$ cat config.mk
export PLATFORM = sky130hd
export DESIGN_NAME = sio_uart
export DESIGN_NICKNAME = d
export VERILOG_FILES = /design/src/rtl/sio_uart_pkg.sv /design/src/rtl/sio_baud.sv /design/src/rtl/sio_tx.sv /design/src/rtl/sio_rx.sv /design/src/rtl/sio_uart.sv
export SDC_FILE = /design/constraint.sdc
export NUM_CORES = 1
export LEC_CHECK = 0
export BUFFER_PORTS_ARGS = -buffer_cell sky130_fd_sc_hd__buf_4
export CAP_MARGIN = 30
export CELL_PAD_IN_SITES_DETAIL_PLACEMENT = 0
export CELL_PAD_IN_SITES_GLOBAL_PLACEMENT = 1
export CORE_MARGIN = 8
export CORE_UTILIZATION = 51
export DETAILED_ROUTE_END_ITERATION = 8
export GPL_ROUTABILITY_DRIVEN = 0
export PLACE_DENSITY = 0.89
export SYNTH_ARGS = -nofsm -noshare
export SYNTH_HDL_FRONTEND = slang
export SYNTH_SLANG_ARGS = --single-unit
$ cat constraint.sdc
create_clock -name clk -period 4 [get_ports clk]
set_clock_uncertainty 0.1 [all_clocks]
set_input_delay 0.2 -clock clk [delete_from_list [all_inputs] [get_ports clk]]
set_output_delay 0.2 -clock clk [all_outputs]
set_load 0.02 [all_outputs]
$ cat src/rtl/sio_uart_pkg.sv
package sio_uart_pkg;

  localparam int unsigned OVS       = 16;
  localparam int unsigned OVS_W     = $clog2(OVS);
  localparam int unsigned DATA_MAX  = 8;
  localparam int unsigned DSEL_W    = $clog2(DATA_MAX);
  localparam int unsigned FRAME_MAX = 1 + DATA_MAX + 1 + 2;
  localparam int unsigned FRAME_W   = $clog2(FRAME_MAX + 1);
  localparam int unsigned IDX_W     = $clog2(DATA_MAX + 2);

  typedef enum logic [1:0] {
    MODE_D7   = 2'b00,
    MODE_D8   = 2'b01,
    MODE_RSVD = 2'b10,
    MODE_D9   = 2'b11
  } mode_e;

  typedef enum logic [2:0] {
    REG_CTRL = 3'd0,
    REG_STAT = 3'd1,
    REG_RXD  = 3'd2,
    REG_TXD  = 3'd3,
    REG_DIV  = 3'd4
  } reg_e;

  typedef struct packed {
    logic  ninth;
    logic  out_en;
    logic  two_stop;
    logic  par_odd;
    logic  par_en;
    mode_e mode;
  } ctrl_t;

  localparam int unsigned CTRL_W = $bits(ctrl_t);

  function automatic logic [3:0] data_len(input mode_e m);
    return (m == MODE_D7) ? 4'd7 : 4'd8;
  endfunction

  function automatic logic has_slot(input mode_e m, input logic par_en);
    return par_en || (m == MODE_D9);
  endfunction

endpackage

$ cat src/rtl/sio_baud.sv
module sio_baud #(
  parameter int unsigned DIV_W = 16
) (
  input  logic             clk,
  input  logic             rst_n,
  input  logic [DIV_W-1:0] div_i,
  output logic             tick_o
);

  logic [DIV_W-1:0] cnt_q;

  assign tick_o = (cnt_q == div_i);

  always_ff @(posedge clk or negedge rst_n) begin
    if (!rst_n) begin
      cnt_q <= '0;
    end else if (tick_o || (cnt_q > div_i)) begin
      cnt_q <= '0;
    end else begin
      cnt_q <= cnt_q + 1'b1;
    end
  end

endmodule

$ cat src/rtl/sio_tx.sv
module sio_tx
  import sio_uart_pkg::*;
(
  input  logic                clk,
  input  logic                rst_n,
  input  logic                tick_i,
  input  ctrl_t               ctrl_i,
  input  logic                load_i,
  input  logic [DATA_MAX-1:0] data_i,
  output logic                busy_o,
  output logic                txd_o
);

  logic [FRAME_MAX-1:0] frame;
  logic [FRAME_MAX-1:0] sh_q;
  logic [FRAME_W-1:0]   len;
  logic [FRAME_W-1:0]   left_q;
  logic [OVS_W-1:0]     tcnt_q;
  logic [3:0]           nd;
  logic                 slot;
  logic                 par;

  // Assemble the whole frame at load time; upper bits default to stop level.
  always_comb begin
    nd   = data_len(ctrl_i.mode);
    slot = has_slot(ctrl_i.mode, ctrl_i.par_en);
    par  = ctrl_i.par_odd;
    for (int i = 0; i < DATA_MAX; i++) begin
      if (i < int'(nd)) par ^= data_i[i];
    end
    frame    = '1;
    frame[0] = 1'b0;
    for (int i = 0; i < DATA_MAX; i++) begin
      if (i < int'(nd)) frame[i+1] = data_i[i];
    end
    for (int i = 0; i < FRAME_MAX; i++) begin
      if (slot && (i == int'(nd) + 1)) frame[i] = ctrl_i.par_en ? par : ctrl_i.ninth;
    end
    len = FRAME_W'(1) + FRAME_W'(nd) + FRAME_W'(slot)
        + (ctrl_i.two_stop ? FRAME_W'(2) : FRAME_W'(1));
  end

  always_ff @(posedge clk or negedge rst_n) begin
    if (!rst_n) begin
      busy_o <= 1'b0;
      sh_q   <= '1;
      left_q <= '0;
      tcnt_q <= '0;
    end else if (!busy_o) begin
      if (load_i) begin
        busy_o <= 1'b1;
        sh_q   <= frame;
        left_q <= len;
        tcnt_q <= '0;
      end
    end else if (tick_i) begin
      if (tcnt_q == OVS_W'(OVS - 1)) begin
        tcnt_q <= '0;
        sh_q   <= {1'b1, sh_q[FRAME_MAX-1:1]};
        left_q <= left_q - 1'b1;
        if (left_q == FRAME_W'(1)) busy_o <= 1'b0;
      end else begin
        tcnt_q <= tcnt_q + 1'b1;
      end
    end
  end

  assign txd_o = !ctrl_i.out_en || !busy_o || sh_q[0];

endmodule

$ cat src/rtl/sio_rx.sv
module sio_rx
  import sio_uart_pkg::*;
(
  input  logic                clk,
  input  logic                rst_n,
  input  logic                tick_i,
  input  logic                rxd_i,
  input  mode_e               mode_i,
  input  logic                par_en_i,
  output logic                done_o,
  output logic [DATA_MAX-1:0] data_o,
  output logic                slot_o,
  output logic                slot_is_ninth_o,
  output logic                stop_ok_o
);

  typedef enum logic [1:0] {RX_IDLE, RX_START, RX_BITS, RX_STOP} rx_state_e;

  rx_state_e        state_q;
  logic             prev_q;
  logic [OVS_W-1:0] tcnt_q;
  logic [IDX_W-1:0] idx_q;
  logic [IDX_W-1:0] nbits_q;
  logic [IDX_W-1:0] nd_q;

  always_ff @(posedge clk or negedge rst_n) begin
    if (!rst_n) begin
      state_q         <= RX_IDLE;
      prev_q          <= 1'b1;
      tcnt_q          <= '0;
      idx_q           <= '0;
      nbits_q         <= '0;
      nd_q            <= '0;
      data_o          <= '0;
      slot_o          <= 1'b0;
      slot_is_ninth_o <= 1'b0;
      stop_ok_o       <= 1'b0;
      done_o          <= 1'b0;
    end else begin
      prev_q <= rxd_i;
      done_o <= 1'b0;
      unique case (state_q)
        RX_IDLE: begin
          if (prev_q && !rxd_i) begin
            state_q         <= RX_START;
            tcnt_q          <= '0;
            idx_q           <= '0;
            data_o          <= '0;
            nd_q            <= IDX_W'(data_len(mode_i));
            nbits_q         <= IDX_W'(data_len(mode_i)) + IDX_W'(has_slot(mode_i, par_en_i));
            slot_is_ninth_o <= (mode_i == MODE_D9) && !par_en_i;
          end
        end
        RX_START: begin
          if (tick_i) begin
            if (tcnt_q == OVS_W'(OVS/2 - 1)) begin
              tcnt_q  <= '0;
              state_q <= rxd_i ? RX_IDLE : RX_BITS;
            end else begin
              tcnt_q <= tcnt_q + 1'b1;
            end
          end
        end
        RX_BITS: begin
          if (tick_i) begin
            if (tcnt_q == OVS_W'(OVS - 1)) begin
              tcnt_q <= '0;
              if (idx_q < nd_q) data_o[idx_q[DSEL_W-1:0]] <= rxd_i;
              else              slot_o <= rxd_i;
              idx_q <= idx_q + 1'b1;
              if (idx_q == nbits_q - 1'b1) state_q <= RX_STOP;
            end else begin
              tcnt_q <= tcnt_q + 1'b1;
            end
          end
        end
        RX_STOP: begin
          if (tick_i) begin
            if (tcnt_q == OVS_W'(OVS - 1)) begin
              tcnt_q    <= '0;
              done_o    <= 1'b1;
              stop_ok_o <= rxd_i;
              state_q   <= RX_IDLE;
            end else begin
              tcnt_q <= tcnt_q + 1'b1;
            end
          end
        end
        default: state_q <= RX_IDLE;
      endcase
    end
  end

endmodule

$ cat src/rtl/sio_uart.sv
module sio_uart
  import sio_uart_pkg::*;
#(
  parameter int unsigned DIV_W = 16,
  parameter int unsigned BUS_W = 16
) (
  input  logic             clk,
  input  logic             rst_n,
  input  logic [2:0]       reg_addr,
  input  logic             reg_wr,
  input  logic             reg_rd,
  input  logic [BUS_W-1:0] reg_wdata,
  output logic [BUS_W-1:0] reg_rdata,
  input  logic             rxd_i,
  output logic             txd_o,
  output logic             tx_irq_o,
  output logic             rx_irq_o
);

  reg_e                addr_e;
  ctrl_t               ctrl_q;
  ctrl_t               ctrl_new;
  logic [DIV_W-1:0]    div_q;
  logic [DATA_MAX-1:0] thr_q;
  logic [DATA_MAX-1:0] rxbuf_q;
  logic                tx_empty_q, tx_ie_q, rx_ie_q;
  logic                rx_full_q, err_q, rx9_q;
  logic [1:0]          sync_q;
  logic                tick, tx_busy, tx_load;
  logic                wr_ctrl, wr_stat, wr_txd, wr_div, rd_rxd, full_after_rd;
  logic                rx_done, rx_slot, rx_nin, rx_stop_ok;
  logic [DATA_MAX-1:0] rx_data;

  assign addr_e   = reg_e'(reg_addr);
  assign ctrl_new = ctrl_t'(reg_wdata[CTRL_W-1:0]);
  assign wr_ctrl  = reg_wr && (addr_e == REG_CTRL);
  assign wr_stat  = reg_wr && (addr_e == REG_STAT);
  assign wr_txd   = reg_wr && (addr_e == REG_TXD);
  assign wr_div   = reg_wr && (addr_e == REG_DIV);
  assign rd_rxd   = reg_rd && (addr_e == REG_RXD);
  assign tx_load  = !tx_empty_q && !tx_busy;
  assign full_after_rd = rx_full_q && !rd_rxd;

  sio_baud #(.DIV_W(DIV_W)) u_baud (
    .clk    (clk),
    .rst_n  (rst_n),
    .div_i  (div_q),
    .tick_o (tick)
  );

  sio_tx u_tx (
    .clk    (clk),
    .rst_n  (rst_n),
    .tick_i (tick),
    .ctrl_i (ctrl_q),
    .load_i (tx_load),
    .data_i (thr_q),
    .busy_o (tx_busy),
    .txd_o  (txd_o)
  );

  sio_rx u_rx (
    .clk             (clk),
    .rst_n           (rst_n),
    .tick_i          (tick),
    .rxd_i           (sync_q[1]),
    .mode_i          (ctrl_q.mode),
    .par_en_i        (ctrl_q.par_en),
    .done_o          (rx_done),
    .data_o          (rx_data),
    .slot_o          (rx_slot),
    .slot_is_ninth_o (rx_nin),
    .stop_ok_o       (rx_stop_ok)
  );

  // Configuration registers
  always_ff @(posedge clk or negedge rst_n) begin
    if (!rst_n) begin
      ctrl_q  <= '0;
      div_q   <= '0;
      tx_ie_q <= 1'b0;
      rx_ie_q <= 1'b0;
    end else begin
      if (wr_ctrl && (ctrl_new.mode != MODE_RSVD)) ctrl_q <= ctrl_new;
      if (wr_div) div_q <= reg_wdata[DIV_W-1:0];
      if (wr_stat) begin
        tx_ie_q <= reg_wdata[3];
        rx_ie_q <= reg_wdata[4];
      end
    end
  end

  // Transmit holding register
  always_ff @(posedge clk or negedge rst_n) begin
    if (!rst_n) begin
      thr_q      <= '0;
      tx_empty_q <= 1'b1;
    end else if (wr_txd && tx_empty_q) begin
      thr_q      <= reg_wdata[DATA_MAX-1:0];
      tx_empty_q <= 1'b0;
    end else if (tx_load) begin
      tx_empty_q <= 1'b1;
    end
  end

  // Receive side: synchroniser, buffer and flags
  always_ff @(posedge clk or negedge rst_n) begin
    if (!rst_n) begin
      sync_q    <= 2'b11;
      rxbuf_q   <= '0;
      rx_full_q <= 1'b0;
      err_q     <= 1'b0;
      rx9_q     <= 1'b0;
    end else begin
      sync_q <= {sync_q[0], rxd_i};
      if (wr_stat && reg_wdata[1]) err_q <= 1'b0;
      if (rx_done) begin
        if (full_after_rd) begin
          err_q <= 1'b1;
        end else begin
          rxbuf_q   <= rx_data;
          rx_full_q <= 1'b1;
          if (rx_nin)      rx9_q <= rx_slot;
          if (!rx_stop_ok) err_q <= 1'b1;
        end
      end else if (rd_rxd) begin
        rx_full_q <= 1'b0;
      end
    end
  end

  always_comb begin
    reg_rdata = '0;
    unique case (addr_e)
      REG_CTRL: reg_rdata[CTRL_W-1:0]   = ctrl_q;
      REG_STAT: reg_rdata[5:0]          = {rx9_q, rx_ie_q, tx_ie_q, tx_empty_q, err_q, rx_full_q};
      REG_RXD:  reg_rdata[DATA_MAX-1:0] = rxbuf_q;
      REG_DIV:  reg_rdata[DIV_W-1:0]    = div_q;
      default:  reg_rdata = '0;
    endcase
  end

  assign tx_irq_o = tx_empty_q && tx_ie_q;
  assign rx_irq_o = (rx_full_q || err_q) && rx_ie_q;

endmodule

==> results.txt <==
Vias per Instance - 5.47
Hold Violations, Final - 0
Async SR Flop Fraction - 100%
detailed placement HPWL - 9660 um
most common flop cell mapped by yosys - dfrtp_1
# rows - 39
syn avg cell area - 9.90 um^2
TritonCTS clock tree - built
crit path max fanout - 21
status - complete, no violations
sequential-to-total area share from yosys stat - 46.8%
crit share post-route - 71.1%
Die Wd - 124 um
library cells used by synthesis - 49
number of global-route vias before repair - 4508
Area after DPL - 6380 um^2
Startpoint Class - register
DRC - 0
Peak VDD IR - 439 uV
Synth area leaders - dfrtp_1 41%, ha_1 7.6%, dfstp_2 6.2%, mux2_2 5.3%, nand2_1 5.1%
RSZ-0062 raised after global routing - no
YS warnings - 0
minimum clock period - 2.84 ns
worst slew pin tran - 1.04 ns
Starting Density - 52.1%
Worst EP required - 4.14 ns
Crit Path Category - register to register
M1 WL - 5900 um
Die Ht - 124 um
CTS root buf - clkbuf_16
WL/cell - 16.4 um
Skew-Pair Late Insertion Delay - 0.36 ns
Die ar. - 15300 um^2
pwr/cell area - 496 nW/um^2
antenna violations before repair - 0
Mapped Nets - 658
ANT nets after route - 0
initial DRC count - 261
top sig layer - met4
biggest area consumer among synthesized cells - dfrtp_1
n_diodes - 0
Max Freq - 352 MHz
global-route wire length before repair - 22100 um
leakage power - 3.32 nW
Synth Register Bits - 110
largest net degree at the start of global routing - 52
setup TNS - 0 ns
postcts setup bufs - 0
Clock Sink Count - 110
First-pass DRT Iterations - 4
wire length on met2 - 6480 um
share of layout cells above drive strength 1 - 17.2%
synthesized cell area - 5920 um^2
Post-synth EDFFs - 0
post-route cell area - 6820 um^2
GRT Total Usage - 18.4%
worst path arrival time - 2.99 ns
final slew viol count - 0
I/O pin cnt - 43
Max-Cap Viols - 0
Crit. End Element - register
global route overflow - 0
via count - 4383
core area - 11400 um^2
met3 wire length - 534 um
Total Nets Final - 713
Routed WL - 13100 um
H-Tree Depth - 3
CTS clk-pin slew, worst paths - 0.08 ns
relative slew slack - 30.2%
Inserted Clock Buffers - 9
DP Cell Count - 769
Synth top area share - 40.6%
Layout Cells excl Fill - 801
Syn-to-layout area delta - 15.2%
# port buffers - 42
Hold Path Class - input port to register
Final setup viols - 0
Syn Inst Count - 598
Clock Path Buffers - 2
[timing repair]
item | CTS | global route
hold buffers | 16 | 0
resized for setup | 0 | 0
hold endpoints to repair | 46 | 0
[cells by family after synthesis]
family	synth area share (%)
XOR/XNOR	4.67
buffers and inverters	3.51
flip-flops	46.8
adder cells (fa/ha/maj)	7.61
AND/OR/NAND/NOR	17.1
multiplexers	9.39
AO/OA/AOI/OAI	10.9
[final timing paths]
path / to / start / slack (ns) / depth (start not counted)
setup / recovery: u_tx.sh_q[5] / u_baud.cnt_q[9] / 1.16 / 7
hold / removal: div_q[4] / reg_wdata[4] / 0.007 / 3
setup reg to reg: u_tx.sh_q[5] / u_baud.cnt_q[9] / 1.16 / 7
hold reg to reg: sync_q[1] / sync_q[0] / 0.26 / 0
max in group asynchronous: u_baud.cnt_q[4] / rst_n / 2.62 / 3
min in group asynchronous: u_rx.tcnt_q[0] / rst_n / 0.21 / 2
[worst max-delay path: stages, from the launching register on]
cell and delay (ns):
dfrtp_1 0.43, ha_1 0.32, nand4_1 0.20, nor4_4 0.70, and3_1 0.41, nor2_1 0.29, nand2_1 0.16, o21ai_0 0.11
[synthesized netlist by cell type, types with 4 or more instances]
cell type and n:
a21o_1 7, a21oi_1 22, a22o_1 5, and2_1 11
and3_1 9, clkbuf_1 15, dfrtp_1 96, dfstp_2 14
ha_1 36, inv_1 35, mux2_2 28, mux2i_1 24
nand2_1 81, nand2b_1 7, nand3_1 21, nand3b_1 4
nand4_1 8, nor2_1 40, nor2b_1 7, nor3_1 8
o21ai_0 48, or3_1 4, xnor2_1 15, xor2_1 14
[layer usage]
metal  vias up  GRT usage, %
li1       2151             -
met1      2146          22.7
met2        63          30.4
met3        23          5.39
met4         0          5.94
met5         -             0
[state kept, by name (all words and copies together) (netlist names), 2 cells and up, named ones only]
signal and count:
u_baud.cnt_q 16, u_rx.data_o 8, u_tx.sh_q 10, u_tx.left_q 4, thr_q 8, u_rx.nd_q 2
u_rx.idx_q 4, rxbuf_q 8, u_rx.tcnt_q 4, ctrl_q 7, sync_q 2, div_q 16
u_tx.tcnt_q 4, u_rx.nbits_q 3
[where the power goes]
group	total, mW	internal (mW)	switching (mW)
combinational	0.975	0.479	0.497
clock	0.866	0.434	0.432
sequential	1.54	1.35	0.190
[cell type report]
type	count	area, um^2
Inverter	36	135
Multi-Input combinational cell	433	2940
Sequential cell	110	2770
Clock inverter	6	53.8
Clock buffer	10	229
Fill cell	966	4550
Timing Repair Buffer	63	513
Tap cell	143	179
[per-stage QoR]
step	hold WS (ns)	power, mW	utilization, %	setup WS [ns]
4_1_cts	0.00231	3.41	60.0	1.14
6_report	0.00712	3.38	60.0	1.16
3_3_place_gp	0.0502	2.47	56.0	1.27
3_5_place_dp	0.0516	2.52	56.1	1.16
2_1_floorplan	-0.196	2.24	-	1.69
5_1_grt	0.00744	3.60	60.0	0.926
[cells in the final DEF, fill, tap and decap left out, types with 8 or more instances in the layout]
master	instances
dfrtp_1	96
nand2_1	81
o21ai_0	48
buf_4	47
nor2_1	40
ha_1	36
inv_1	35
mux2_2	28
mux2i_1	24
a21oi_1	22
nand3_1	21
dlygate4sd3_1	16
xnor2_1	15
xor2_1	14
dfstp_2	14
and2_1	11
and3_1	9
clkbuf_16	9
nand4_1	8
nor3_1	8
No activity file was read; power rests on OpenSTA's default activity.
